===== src/rtl/srf_pkg.sv =====
package srf_pkg;

   localparam int A_VERSION  = 'h00;
   localparam int A_ID_FIRST = 'h01;
   localparam int ID_BYTES   = 4;
   localparam int A_SCRATCH  = 'h05;
   localparam int A_CTRL     = 'h06;
   localparam int A_PER_HI   = 'h07;
   localparam int A_PER_LO   = 'h08;
   localparam int A_CMD      = 'h09;
   localparam int A_LEVEL    = 'h0A;
   localparam int A_MIN      = 'h0B;
   localparam int A_MAX      = 'h0C;
   localparam int A_THR_LO   = 'h0D;
   localparam int A_THR_HI   = 'h0E;

   typedef struct packed {
      logic       int_mode;
      logic       int_en;
      logic [1:0] weight;
      logic       pwrdn;
   } ctrl_t;

   localparam ctrl_t CTRL_RST = '{int_mode: 1'b0, int_en: 1'b0, weight: 2'b01, pwrdn: 1'b0};

   localparam int NCMD = 4;

   typedef struct packed {
      logic sys_rst;
      logic hist_clr;
      logic mm_clr;
      logic int_clr;
   } cmd_t;

endpackage


===== src/rtl/srf_ctrl_reg.sv =====
module srf_ctrl_reg
   import srf_pkg::*;
(
   input  logic       clk,
   input  logic       rst_n,
   input  logic       soft_rst,
   input  logic       wr_en,
   input  logic [4:0] wbits,
   output ctrl_t      ctrl_q,
   output logic [7:0] rd_byte
);

   always_ff @(posedge clk or negedge rst_n) begin
      if (!rst_n) begin
         ctrl_q <= CTRL_RST;
      end else if (soft_rst) begin
         ctrl_q <= CTRL_RST;
      end else if (wr_en) begin
         ctrl_q.int_mode <= wbits[4];
         ctrl_q.int_en   <= wbits[3];
         ctrl_q.weight   <= wbits[2:1];
         ctrl_q.pwrdn    <= ctrl_q.pwrdn | wbits[0];
      end
   end

   assign rd_byte = {3'b000, ctrl_q};

   // Power-down may only drop on a system-reset command
   assert_pwrdn_sticky_R6: assert property (@(posedge clk) disable iff (!rst_n)
      $fell(ctrl_q.pwrdn) |-> $past(soft_rst));

endmodule


===== src/rtl/srf_period_stage.sv =====
module srf_period_stage #(
   parameter int PW       = 16,
   parameter int PMIN     = 10,
   parameter int PMAX     = 10000,
   parameter int PRST     = 1000,
   parameter bit CLAMP_EN = 1'b1
) (
   input  logic          clk,
   input  logic          rst_n,
   input  logic          soft_rst,
   input  logic          hi_wr,
   input  logic          lo_wr,
   input  logic [7:0]    wdata,
   output logic [7:0]    hi_byte,
   output logic [7:0]    lo_byte,
   output logic [PW-1:0] period_o
);

   localparam logic [PW-1:0] RST_V = PW'(PRST);
   localparam logic [PW-1:0] MIN_V = PW'(PMIN);
   localparam logic [PW-1:0] MAX_V = PW'(PMAX);

   if (PW != 16) begin : g_bad_pw
      $error("period width must be two bytes");
   end
   if (PMIN > PMAX || PRST < PMIN || PRST > PMAX) begin : g_bad_lim
      $error("period limits inconsistent");
   end

   logic [7:0]    hi_q, lo_q;
   logic [PW-1:0] commit_q;

   always_ff @(posedge clk or negedge rst_n) begin
      if (!rst_n) begin
         hi_q     <= RST_V[15:8];
         lo_q     <= RST_V[7:0];
         commit_q <= RST_V;
      end else if (soft_rst) begin
         hi_q     <= RST_V[15:8];
         lo_q     <= RST_V[7:0];
         commit_q <= RST_V;
      end else begin
         if (hi_wr) hi_q <= wdata;
         if (lo_wr) begin
            lo_q     <= wdata;
            commit_q <= {hi_q, wdata};
         end
      end
   end

   assign hi_byte = hi_q;
   assign lo_byte = lo_q;

   if (CLAMP_EN) begin : g_clamp
      always_comb begin
         if (commit_q < MIN_V)      period_o = MIN_V;
         else if (commit_q > MAX_V) period_o = MAX_V;
         else                       period_o = commit_q;
      end
      assert_period_range_R8: assert property (@(posedge clk) disable iff (!rst_n)
         (period_o >= MIN_V) && (period_o <= MAX_V));
   end else begin : g_pass
      assign period_o = commit_q;
   end

   // The period in use moves only after a low-byte write or a system reset
   assert_period_staged_R7: assert property (@(posedge clk) disable iff (!rst_n)
      (!lo_wr && !soft_rst) |=> $stable(period_o));

endmodule


===== src/rtl/srf_cmd_reg.sv =====
module srf_cmd_reg
   import srf_pkg::*;
(
   input  logic            clk,
   input  logic            rst_n,
   input  logic            hit,
   input  logic [NCMD-1:0] wbits,
   output cmd_t            pulse_q
);

   logic [NCMD-1:0] p_q;

   for (genvar i = 0; i < NCMD; i++) begin : g_bit
      always_ff @(posedge clk or negedge rst_n) begin
         if (!rst_n) p_q[i] <= 1'b0;
         else        p_q[i] <= hit & wbits[i];
      end
      // A pulse exists only in the cycle after a matching command write
      assert_cmd_pulse_R9: assert property (@(posedge clk) disable iff (!rst_n)
         p_q[i] |-> $past(hit && wbits[i]));
   end

   assign pulse_q = cmd_t'(p_q);

endmodule


===== src/rtl/srf_read_mux.sv =====
module srf_read_mux
   import srf_pkg::*;
#(
   parameter int       ADDR_W     = 8,
   parameter int       HIST_BASE  = 'h14,
   parameter int       HIST_DEPTH = 100,
   parameter int       IDX_W      = 7,
   parameter bit [7:0] VERSION    = 8'h31
) (
   input  logic [ADDR_W-1:0] addr,
   input  logic [31:0]       dev_id,
   input  logic [7:0]        scratch,
   input  logic [7:0]        ctrl_byte,
   input  logic [7:0]        per_hi,
   input  logic [7:0]        per_lo,
   input  logic [7:0]        level,
   input  logic [7:0]        min_v,
   input  logic [7:0]        max_v,
   input  logic [7:0]        thr_lo,
   input  logic [7:0]        thr_hi,
   input  logic [7:0]        hist_data,
   output logic [IDX_W-1:0]  hist_idx,
   output logic              mapped,
   output logic [7:0]        sel_byte
);

   logic in_hist;
   assign in_hist  = (int'(addr) >= HIST_BASE) && (int'(addr) < HIST_BASE + HIST_DEPTH);
   assign hist_idx = in_hist ? IDX_W'(int'(addr) - HIST_BASE) : '0;

   always_comb begin
      sel_byte = 8'h00;
      mapped   = 1'b1;
      case (int'(addr))
         A_VERSION: sel_byte = VERSION;
         A_SCRATCH: sel_byte = scratch;
         A_CTRL:    sel_byte = ctrl_byte;
         A_PER_HI:  sel_byte = per_hi;
         A_PER_LO:  sel_byte = per_lo;
         A_CMD:     sel_byte = 8'h00;
         A_LEVEL:   sel_byte = level;
         A_MIN:     sel_byte = min_v;
         A_MAX:     sel_byte = max_v;
         A_THR_LO:  sel_byte = thr_lo;
         A_THR_HI:  sel_byte = thr_hi;
         default:   mapped   = 1'b0;
      endcase
      for (int i = 0; i < ID_BYTES; i++) begin
         if (int'(addr) == A_ID_FIRST + i) begin
            sel_byte = dev_id[8*(ID_BYTES-1-i) +: 8];
            mapped   = 1'b1;
         end
      end
      if (in_hist) begin
         sel_byte = hist_data;
         mapped   = 1'b1;
      end
   end

endmodule


===== src/rtl/sensor_regfile.sv =====
module sensor_regfile
   import srf_pkg::*;
#(
   parameter int       ADDR_W     = 8,
   parameter int       HIST_BASE  = 'h14,
   parameter int       HIST_DEPTH = 100,
   parameter int       PER_W      = 16,
   parameter int       PER_MIN    = 10,
   parameter int       PER_MAX    = 10000,
   parameter int       PER_RST    = 1000,
   parameter bit       CLAMP_EN   = 1'b1,
   parameter bit [7:0] VERSION    = 8'h31,
   localparam int      IDX_W      = $clog2(HIST_DEPTH)
) (
   input  logic              clk,
   input  logic              rst_n,
   input  logic [ADDR_W-1:0] reg_addr,
   input  logic [7:0]        reg_wdata,
   input  logic              reg_wr,
   input  logic              reg_rd,
   output logic [7:0]        reg_rdata,
   input  logic [31:0]       dev_id_i,
   input  logic [7:0]        level_i,
   input  logic [7:0]        min_i,
   input  logic [7:0]        max_i,
   input  logic [7:0]        thr_lo_i,
   input  logic [7:0]        thr_hi_i,
   output logic [IDX_W-1:0]  hist_idx_o,
   input  logic [7:0]        hist_data_i,
   output logic              int_mode_o,
   output logic              int_en_o,
   output logic [1:0]        weight_o,
   output logic              pwrdn_o,
   output logic [PER_W-1:0]  period_o,
   output logic              cmd_int_clr_o,
   output logic              cmd_mm_clr_o,
   output logic              cmd_hist_clr_o,
   output logic              cmd_sys_rst_o
);

   if (ADDR_W < 7) begin : g_bad_aw
      $error("address too narrow for history window");
   end
   if (HIST_BASE + HIST_DEPTH > (1 << ADDR_W)) begin : g_bad_hist
      $error("history window exceeds address space");
   end

   logic wr_scratch, wr_ctrl, wr_hi, wr_lo, wr_cmd, soft_rst;
   assign wr_scratch = reg_wr && (int'(reg_addr) == A_SCRATCH);
   assign wr_ctrl    = reg_wr && (int'(reg_addr) == A_CTRL);
   assign wr_hi      = reg_wr && (int'(reg_addr) == A_PER_HI);
   assign wr_lo      = reg_wr && (int'(reg_addr) == A_PER_LO);
   assign wr_cmd     = reg_wr && (int'(reg_addr) == A_CMD);
   assign soft_rst   = wr_cmd && reg_wdata[3];

   logic [7:0] scratch_q;
   always_ff @(posedge clk or negedge rst_n) begin
      if (!rst_n)          scratch_q <= 8'h00;
      else if (soft_rst)   scratch_q <= 8'h00;
      else if (wr_scratch) scratch_q <= reg_wdata;
   end

   ctrl_t      ctrl;
   logic [7:0] ctrl_byte;
   srf_ctrl_reg u_ctrl (
      .clk      (clk),
      .rst_n    (rst_n),
      .soft_rst (soft_rst),
      .wr_en    (wr_ctrl),
      .wbits    (reg_wdata[4:0]),
      .ctrl_q   (ctrl),
      .rd_byte  (ctrl_byte)
   );

   logic [7:0] per_hi, per_lo;
   srf_period_stage #(
      .PW       (PER_W),
      .PMIN     (PER_MIN),
      .PMAX     (PER_MAX),
      .PRST     (PER_RST),
      .CLAMP_EN (CLAMP_EN)
   ) u_period (
      .clk      (clk),
      .rst_n    (rst_n),
      .soft_rst (soft_rst),
      .hi_wr    (wr_hi),
      .lo_wr    (wr_lo),
      .wdata    (reg_wdata),
      .hi_byte  (per_hi),
      .lo_byte  (per_lo),
      .period_o (period_o)
   );

   cmd_t cmd;
   srf_cmd_reg u_cmd (
      .clk     (clk),
      .rst_n   (rst_n),
      .hit     (wr_cmd),
      .wbits   (reg_wdata[NCMD-1:0]),
      .pulse_q (cmd)
   );

   logic [7:0] sel_byte;
   logic       mapped;
   srf_read_mux #(
      .ADDR_W     (ADDR_W),
      .HIST_BASE  (HIST_BASE),
      .HIST_DEPTH (HIST_DEPTH),
      .IDX_W      (IDX_W),
      .VERSION    (VERSION)
   ) u_mux (
      .addr      (reg_addr),
      .dev_id    (dev_id_i),
      .scratch   (scratch_q),
      .ctrl_byte (ctrl_byte),
      .per_hi    (per_hi),
      .per_lo    (per_lo),
      .level     (level_i),
      .min_v     (min_i),
      .max_v     (max_i),
      .thr_lo    (thr_lo_i),
      .thr_hi    (thr_hi_i),
      .hist_data (hist_data_i),
      .hist_idx  (hist_idx_o),
      .mapped    (mapped),
      .sel_byte  (sel_byte)
   );

   always_ff @(posedge clk or negedge rst_n) begin
      if (!rst_n)      reg_rdata <= 8'h00;
      else if (reg_rd) reg_rdata <= sel_byte;
   end

   assign int_mode_o     = ctrl.int_mode;
   assign int_en_o       = ctrl.int_en;
   assign weight_o       = ctrl.weight;
   assign pwrdn_o        = ctrl.pwrdn;
   assign cmd_int_clr_o  = cmd.int_clr;
   assign cmd_mm_clr_o   = cmd.mm_clr;
   assign cmd_hist_clr_o = cmd.hist_clr;
   assign cmd_sys_rst_o  = cmd.sys_rst;

   assert_unmapped_zero_R12: assert property (@(posedge clk) disable iff (!rst_n)
      (reg_rd && !mapped) |=> (reg_rdata == 8'h00));

   assert_rdata_hold_R2: assert property (@(posedge clk) disable iff (!rst_n)
      !reg_rd |=> $stable(reg_rdata));

   assert_version_R2: assert property (@(posedge clk) disable iff (!rst_n)
      (reg_rd && int'(reg_addr) == A_VERSION) |=> (reg_rdata == VERSION));

   assert_sysrst_defaults_R10: assert property (@(posedge clk) disable iff (!rst_n)
      soft_rst |=> (!pwrdn_o && weight_o == 2'b01 && period_o == PER_W'(PER_RST)));

endmodule


===== config.mk =====
export PLATFORM = sky130hd
export DESIGN_NAME = sensor_regfile
export DESIGN_NICKNAME = d
export VERILOG_FILES = /design/src/rtl/srf_pkg.sv /design/src/rtl/srf_ctrl_reg.sv /design/src/rtl/srf_period_stage.sv /design/src/rtl/srf_cmd_reg.sv /design/src/rtl/srf_read_mux.sv /design/src/rtl/sensor_regfile.sv
export SDC_FILE = /design/constraint.sdc
export NUM_CORES = 1
export LEC_CHECK = 0
export ABC_CLOCK_PERIOD_IN_PS = 2300
export BUFFER_PORTS_ARGS = -buffer_cell sky130_fd_sc_hd__buf_2
export CORE_MARGIN = 2
export CORE_UTILIZATION = 50
export DETAILED_ROUTE_END_ITERATION = 7
export PLACE_DENSITY_LB_ADDON = 0.05
export SLEW_MARGIN = 20
export SYNTH_ARGS = -nofsm -noshare
export SYNTH_HDL_FRONTEND = slang
export SYNTH_SLANG_ARGS = --single-unit

===== constraint.sdc =====
create_clock -name clk -period 2.3 [get_ports clk]
set_input_delay 0.115 -clock clk [delete_from_list [all_inputs] [get_ports clk]]
set_output_delay 0.115 -clock clk [all_outputs]
set_load 0.03 [all_outputs]

Yosys cells after proc, flatten, opt, wreduce, memory -nomap -nowiden:

Cells that the tools add are included.

* logic and storage cells: 72
* output and inout port bits: 40
* input bits: 100
* register bits after elaboration: 57

* add/subtract/negate cells: 1
* reductions and logical operators: 12
* muxes and demuxes: 19
* order comparisons: 4
* bitwise logic cells: 5
* equality and inequality tests: 18

Operator list (count)
* two-way mux 8 bit: 11
* equality test 8 x 4 -> 1 bit, second input constant: 10
* case mux 8 bit (10 select lines): 1
* two-way mux 16 bit: 4
* equality test 8 x 3 -> 1 bit, second input constant: 5
* equality test 8 x 5 -> 1 bit, second input constant: 2
* > comparator 16 x 14 -> 1 bit, second input constant: 1
* < comparator 16 x 4 -> 1 bit, second input constant: 1
* two-way mux 5 bit: 2
* equality test 8 x 2 -> 1 bit, second input constant: 1
* greater-or-equal comparator 8 x 5 -> 1 bit, second input constant: 1
* zero test 8 bit: 1
* < comparator 8 x 7 -> 1 bit, second input constant: 1
* nonzero test 2 bit: 4
* logical AND 1 bit: 7
* two-way mux 7 bit: 1
* subtractor 7 x 5 -> 7 bit, second input constant: 1
* bitwise AND 1 bit: 4
* OR 1 bit: 1

Longest topological paths before layout:

* depth after elaboration: 7
* mapped depth: 10
* depth with buffers taken out: 8

Hierarchy:

From an unflattened synthesis, not the netlist that was laid out.

* cells, all modules: 440
* area total of the unflattened synthesis: 3878.7 sq um

Modules (own cells, without submodules)
* srf_read_mux: instances 1, cells each 234, sequential area each 0.0 sq um, area each 1476.4 sq um
* srf_period_stage: instances 1, cells each 119, sequential area each 610.6 sq um, area each 1282.5 sq um
* sensor_regfile: instances 1, cells each 54, sequential area each 400.4 sq um, area each 725.7 sq um
* srf_ctrl_reg: instances 1, cells each 25, sequential area each 126.4 sq um, area each 269.0 sq um
* srf_cmd_reg: instances 1, cells each 8, sequential area each 100.1 sq um, area each 125.1 sq um

Worst setup path before layout:

OpenSTA, ideal clock, no wires.

* kind: input-to-output
* from: in reg_addr[0]
* to: out hist_idx_o[4]
* path buffers: 3
* path slack: 0.167 ns
* cell stages on the path: 7
* data required time: 2.185 ns
* data arrival time: 2.018 ns
* path through: buf_2 nor2_1 and3_2 o21ai_1 clkbuf_1 clkbuf_1 nor3_1

* longest elaborated chain between the ends: 3
* elaborated cells between the ends (all ways): 5
* classes of those cells: add/sub (1); order compare (2); mux (1); reduce/logical (1)

Ends and longest elaborated chain
* start, declared: line sensor_regfile.sv:17 `input logic [ADDR_W-1:0] reg_addr,`
* greater-or-equal comparator 8 x 5 -> 1 bit / < comparator 8 x 7 -> 1 bit (equally long branches): line srf_read_mux.sv:28 `assign in_hist = (int'(addr) >= HIST_BASE) && (int'(addr) < HIST_BASE + HIST_DEPTH);`
* logical AND 1 bit: line srf_read_mux.sv:28
* two-way mux 7 bit *: line srf_read_mux.sv:29 `assign hist_idx = in_hist ? IDX_W'(int'(addr) - HIST_BASE) : '0;`
* end, declared: line sensor_regfile.sv:28 `output logic [IDX_W-1:0] hist_idx_o,`

Every way passes the cells marked *; elsewhere a longest branch is shown, timed or not.

Worst setup path after layout:

* from: reg u_period.commit_q[9]
* to: out period_o[2]

* longest elaborated chain between the ends: 3
* elaborated cells between the ends (all ways): 4
* classes of those cells: order compare (2); mux (2)

Ends and longest elaborated chain
* start, declared: line srf_period_stage.sv:31 `logic [PW-1:0] commit_q;`
* start signal, assigned: line srf_period_stage.sv:46 `commit_q <= {hi_q, wdata};`
* > comparator 16 x 14 -> 1 bit: line srf_period_stage.sv:57 `else if (commit_q > MAX_V) period_o = MAX_V;`
* two-way mux 16 bit: line srf_period_stage.sv:57
* two-way mux 16 bit *: line srf_period_stage.sv:56 `if (commit_q < MIN_V) period_o = MIN_V;`
* end, declared: line sensor_regfile.sv:34 `output logic [PER_W-1:0] period_o,`

Marks and branches as above.

==> flow_summary.yaml <==
cells_and_area:
  final_util_pct: 65.6
  fill_cells: 662
  fin_nets: 680
  area_growth_pct: 25.9
  diodes: 0
  drive_gt1_share_pct: 33.3
  instances_no_fill: 672
  design_area_um2: 4480
power_and_ir_drop:
  clkPwrFrac_pct: 25.4
  pwr-share-seq_pct: 45.4
  comb_power_share_pct: 29.2
  power.switching_uw: 725
  peakVddDrop_v: 0.000386
  switching_share_pct: 33.9
  p_int_mw: 1.42
  p_leak_nw: 2.32
  p_per_area_nw_per_um2: 478
place:
  placedCellCount: 663
  portBuffers: 137
  dp_hpwl_mm: 9.06
  globalplace.congestion: 0.916
  place_area_um2: 4380
synth:
  synth_area_leaders: "dfrtp_1 (28%), mux2i_1 (9.3%), dfstp_2 (6.6%)"
  synth.most_common_cell: "nand2_1"
  syn_area_per_cell_um2: 8.07
  yosysWarnings: 0
  yosysUniqueCellTypes: 62
  syn_inst: 441
  yosysSeqAreaShare_pct: 34.8
  synth_edf_count: 0
  synth_top_area_share_pct: 28.1
  netlist_top_cells_count: "nand2_1 (63), nor2_1 (47), dfrtp_1 (40)"
  synthFlopType: "dfrtp_1"
  synth_seq_cells: 49
  syn_area_um2: 3560
  yosysTopAreaCell: "dfrtp_1"
  synthArstFlopShare_pct: 100
die:
  die_area_um2: 7810
  ioPinCount: 140
  core_region_area_um2: 6830
  die_h_um: 88.4
  die_w_um: 88.4
  rows: 30
  start_util_pct: 52.1
timing:
  worstMarginPinSlew_ns: 0.690
  rsz0062_at_grt: "false"
  hold_violations: 0
  setup_tns_ns: 0
  max_slew_margin_pct: 54.0
  clock_skew_ns: 0.00877
  timing.fmax_ghz: 0.480
  setup_viol: 0
  period_needed_ns: 2.08
  fin_crit_sh_pct: 90.6
  slew_violations: 0
grt:
  first_global_vias: 3572
  grt_usage_pct: 29.4
  grt_pass1_wl_mm: 17.8
  busiest_layer: "met2"
  use_met1_pct: 38.0
  antenna_found_initial: 0
  grt_use_met3_pct: 3.17
  grt_start_max_net_pins: 29
  grt.overflow.total: 0
  use_met2_pct: 51.7
status:
  status: "completed"
setup_path:
  cp.required_ns: 2.18
  critPathArrivalTime_ns: 1.97
  worstSetupPathType: "flip-flop to primary output"
  crit_fanout: 13
  end_kind: "primary output"
  worstReg2RegEnd: "reg_rdata[1]$_DFFE_PN0P_"
  r2r_start: "u_ctrl.ctrl_q[1]$_DFFE_PN1P_"
  worst_r2r_path_depth: 5
  start_kind: "flip-flop"
  rrSetupSlack_ns: 0.68
worst_hold_path:
  whs_endpoint: "u_period.commit_q[5]$_DFFE_PN1P_"
  hp-start: "reg_wdata[5]"
  hold_class: "input port to flip-flop"
  min_path_cells: 3
detailed_routing:
  detail-route-antenna-nets: 0
  first_pass_iters: 5
  drt_wl_total_mm: 11.6
  via_count: 3921
  via_per_inst: 5.83
  dr.first_iter.drc_count: 261
  drcViolationCount: 0
  wire_per_inst_um: 17.3
clocking:
  cts.sinks: 49
  htree_levels: 2
  cts_tree: "yes"
  clk_pin_slew_ns: 0.10
  root_buffer: "clkbuf_8"
  cts_buffers: 5
  cts-resized-gates: 0
  clk_latency_ns: 0.30
  postCtsSetupBuffers: 0
  clock_path_buffers: 2
flow_run:
  cap_violations: 0
[how the worst max path moves through the flow]
stage / start / endpoint / slack, ns / cells after the start
2_1_floorplan: reg_addr[0] / hist_idx_o[4] / 0.17 / 7
3_3_place_gp: reg_addr[4] / reg_rdata[6]$_DFFE_PN0P_ / 0.17 / 8
3_5_place_dp: reg_addr[4] / reg_rdata[1]$_DFFE_PN0P_ / 0.17 / 8
4_1_cts: u_period.commit_q[9]$_DFFE_PN1P_ / period_o[2] / 0.21 / 7
5_1_grt: u_period.commit_q[9]$_DFFE_PN1P_ / period_o[0] / 0.11 / 7
6_report: u_period.commit_q[9]$_DFFE_PN1P_ / period_o[2] / 0.22 / 7
[per-layer routing]
layer  vias up  wire, µm
li1       1875         -
met2       179      5960
met5         -         0
met4         0       243
met3        17       777
met1      1850      4660
[registers in the layout, indices dropped and copies added (netlist names)]
signal,flops
u_period.commit_q,16
u_period.hi_byte,8
scratch_q,8
u_ctrl.ctrl_q,5
u_cmd.pulse_q,4
reg_rdata,8
[through the flow]
| step | setup slack (ns) | power, mW | hold slack [ns] |
|---|---|---|---|
| after CTS | 0.212 | 2.15 | 0.0715 |
| after floorplan | 0.167 | 1.35 | -0.181 |
| after detailed placement | 0.174 | 1.61 | 0.184 |
| after global routing | 0.112 | 2.25 | 0.0807 |
| after global placement | 0.167 | 1.60 | 0.179 |
| final | 0.216 | 2.14 | 0.0738 |
[power by group through the flow]
| stage | clock [mW] | sequential, mW | combinational, mW |
|---|---|---|---|
| finish | 0.544 | 0.972 | 0.625 |
| floorplan | 0 | 1.01 | 0.335 |
| CTS | 0.555 | 0.971 | 0.623 |
| global route | 0.596 | 0.978 | 0.677 |
| detailed placement | 0 | 0.988 | 0.620 |
| global placement | 0 | 0.987 | 0.612 |
[layout make-up]
class                   instances  area, µm²  share of cell area (%)
multi-input cells             350       2130                    47.6
flip-flops and latches         49       1240                    27.6
repair buffers                160        861                    19.2
well taps                      96        120                    2.68
clock buffers                   6       82.6                    1.84
inverters                       9       33.8                   0.754
clock inverters                 2       13.8                   0.307
[layout by cell type, fill, tap and decap left out, types with 7 or more instances in the layout]
master,Yosys,layout
nand4_1,7,7
dfstp_2,9,9
mux2i_1,33,33
o21ai_0,25,25
and3_1,7,7
a32oi_1,7,7
buf_2,13,137
dfrtp_1,40,40
o22ai_1,9,9
and2_1,9,9
nor2b_1,7,7
a21oi_1,28,28
nand3_1,25,25
nor2_1,47,47
nand2_1,63,63
buf_4,2,22
[kinds of logic (layout without fill, tap and decap cells)]
logic type      count (synthesis)  after routing  synth area share [%]
flops                          49             49                  34.8
simple gates                  189            189                  25.5
compound gates                119            119                  22.6
fa+ha+maj                       5              5                  1.76
mux                            34             34                  9.59
buf+inv                        43            177                  5.45
xor+xnor                        1              1                 0.246
other cells                     1              2                 0.105
[worst max-delay path, stage by stage (launching register included)]
cell and delay, ns:
dfstp_2 0.56, and4_1 0.18, and3_1 0.17, a31oi_1 0.09
o22ai_1 0.14, buf_4 0.19, and3_1 0.16, buf_2 0.20
[what timing repair did]
item / 4_1_cts / 5_1_grt
endpoints found under the setup margin: 0 / 0
hold endpoints to repair: 20 / 0
hold buffers: 1 / 0
No activity file was read; power rests on OpenSTA's default activity.
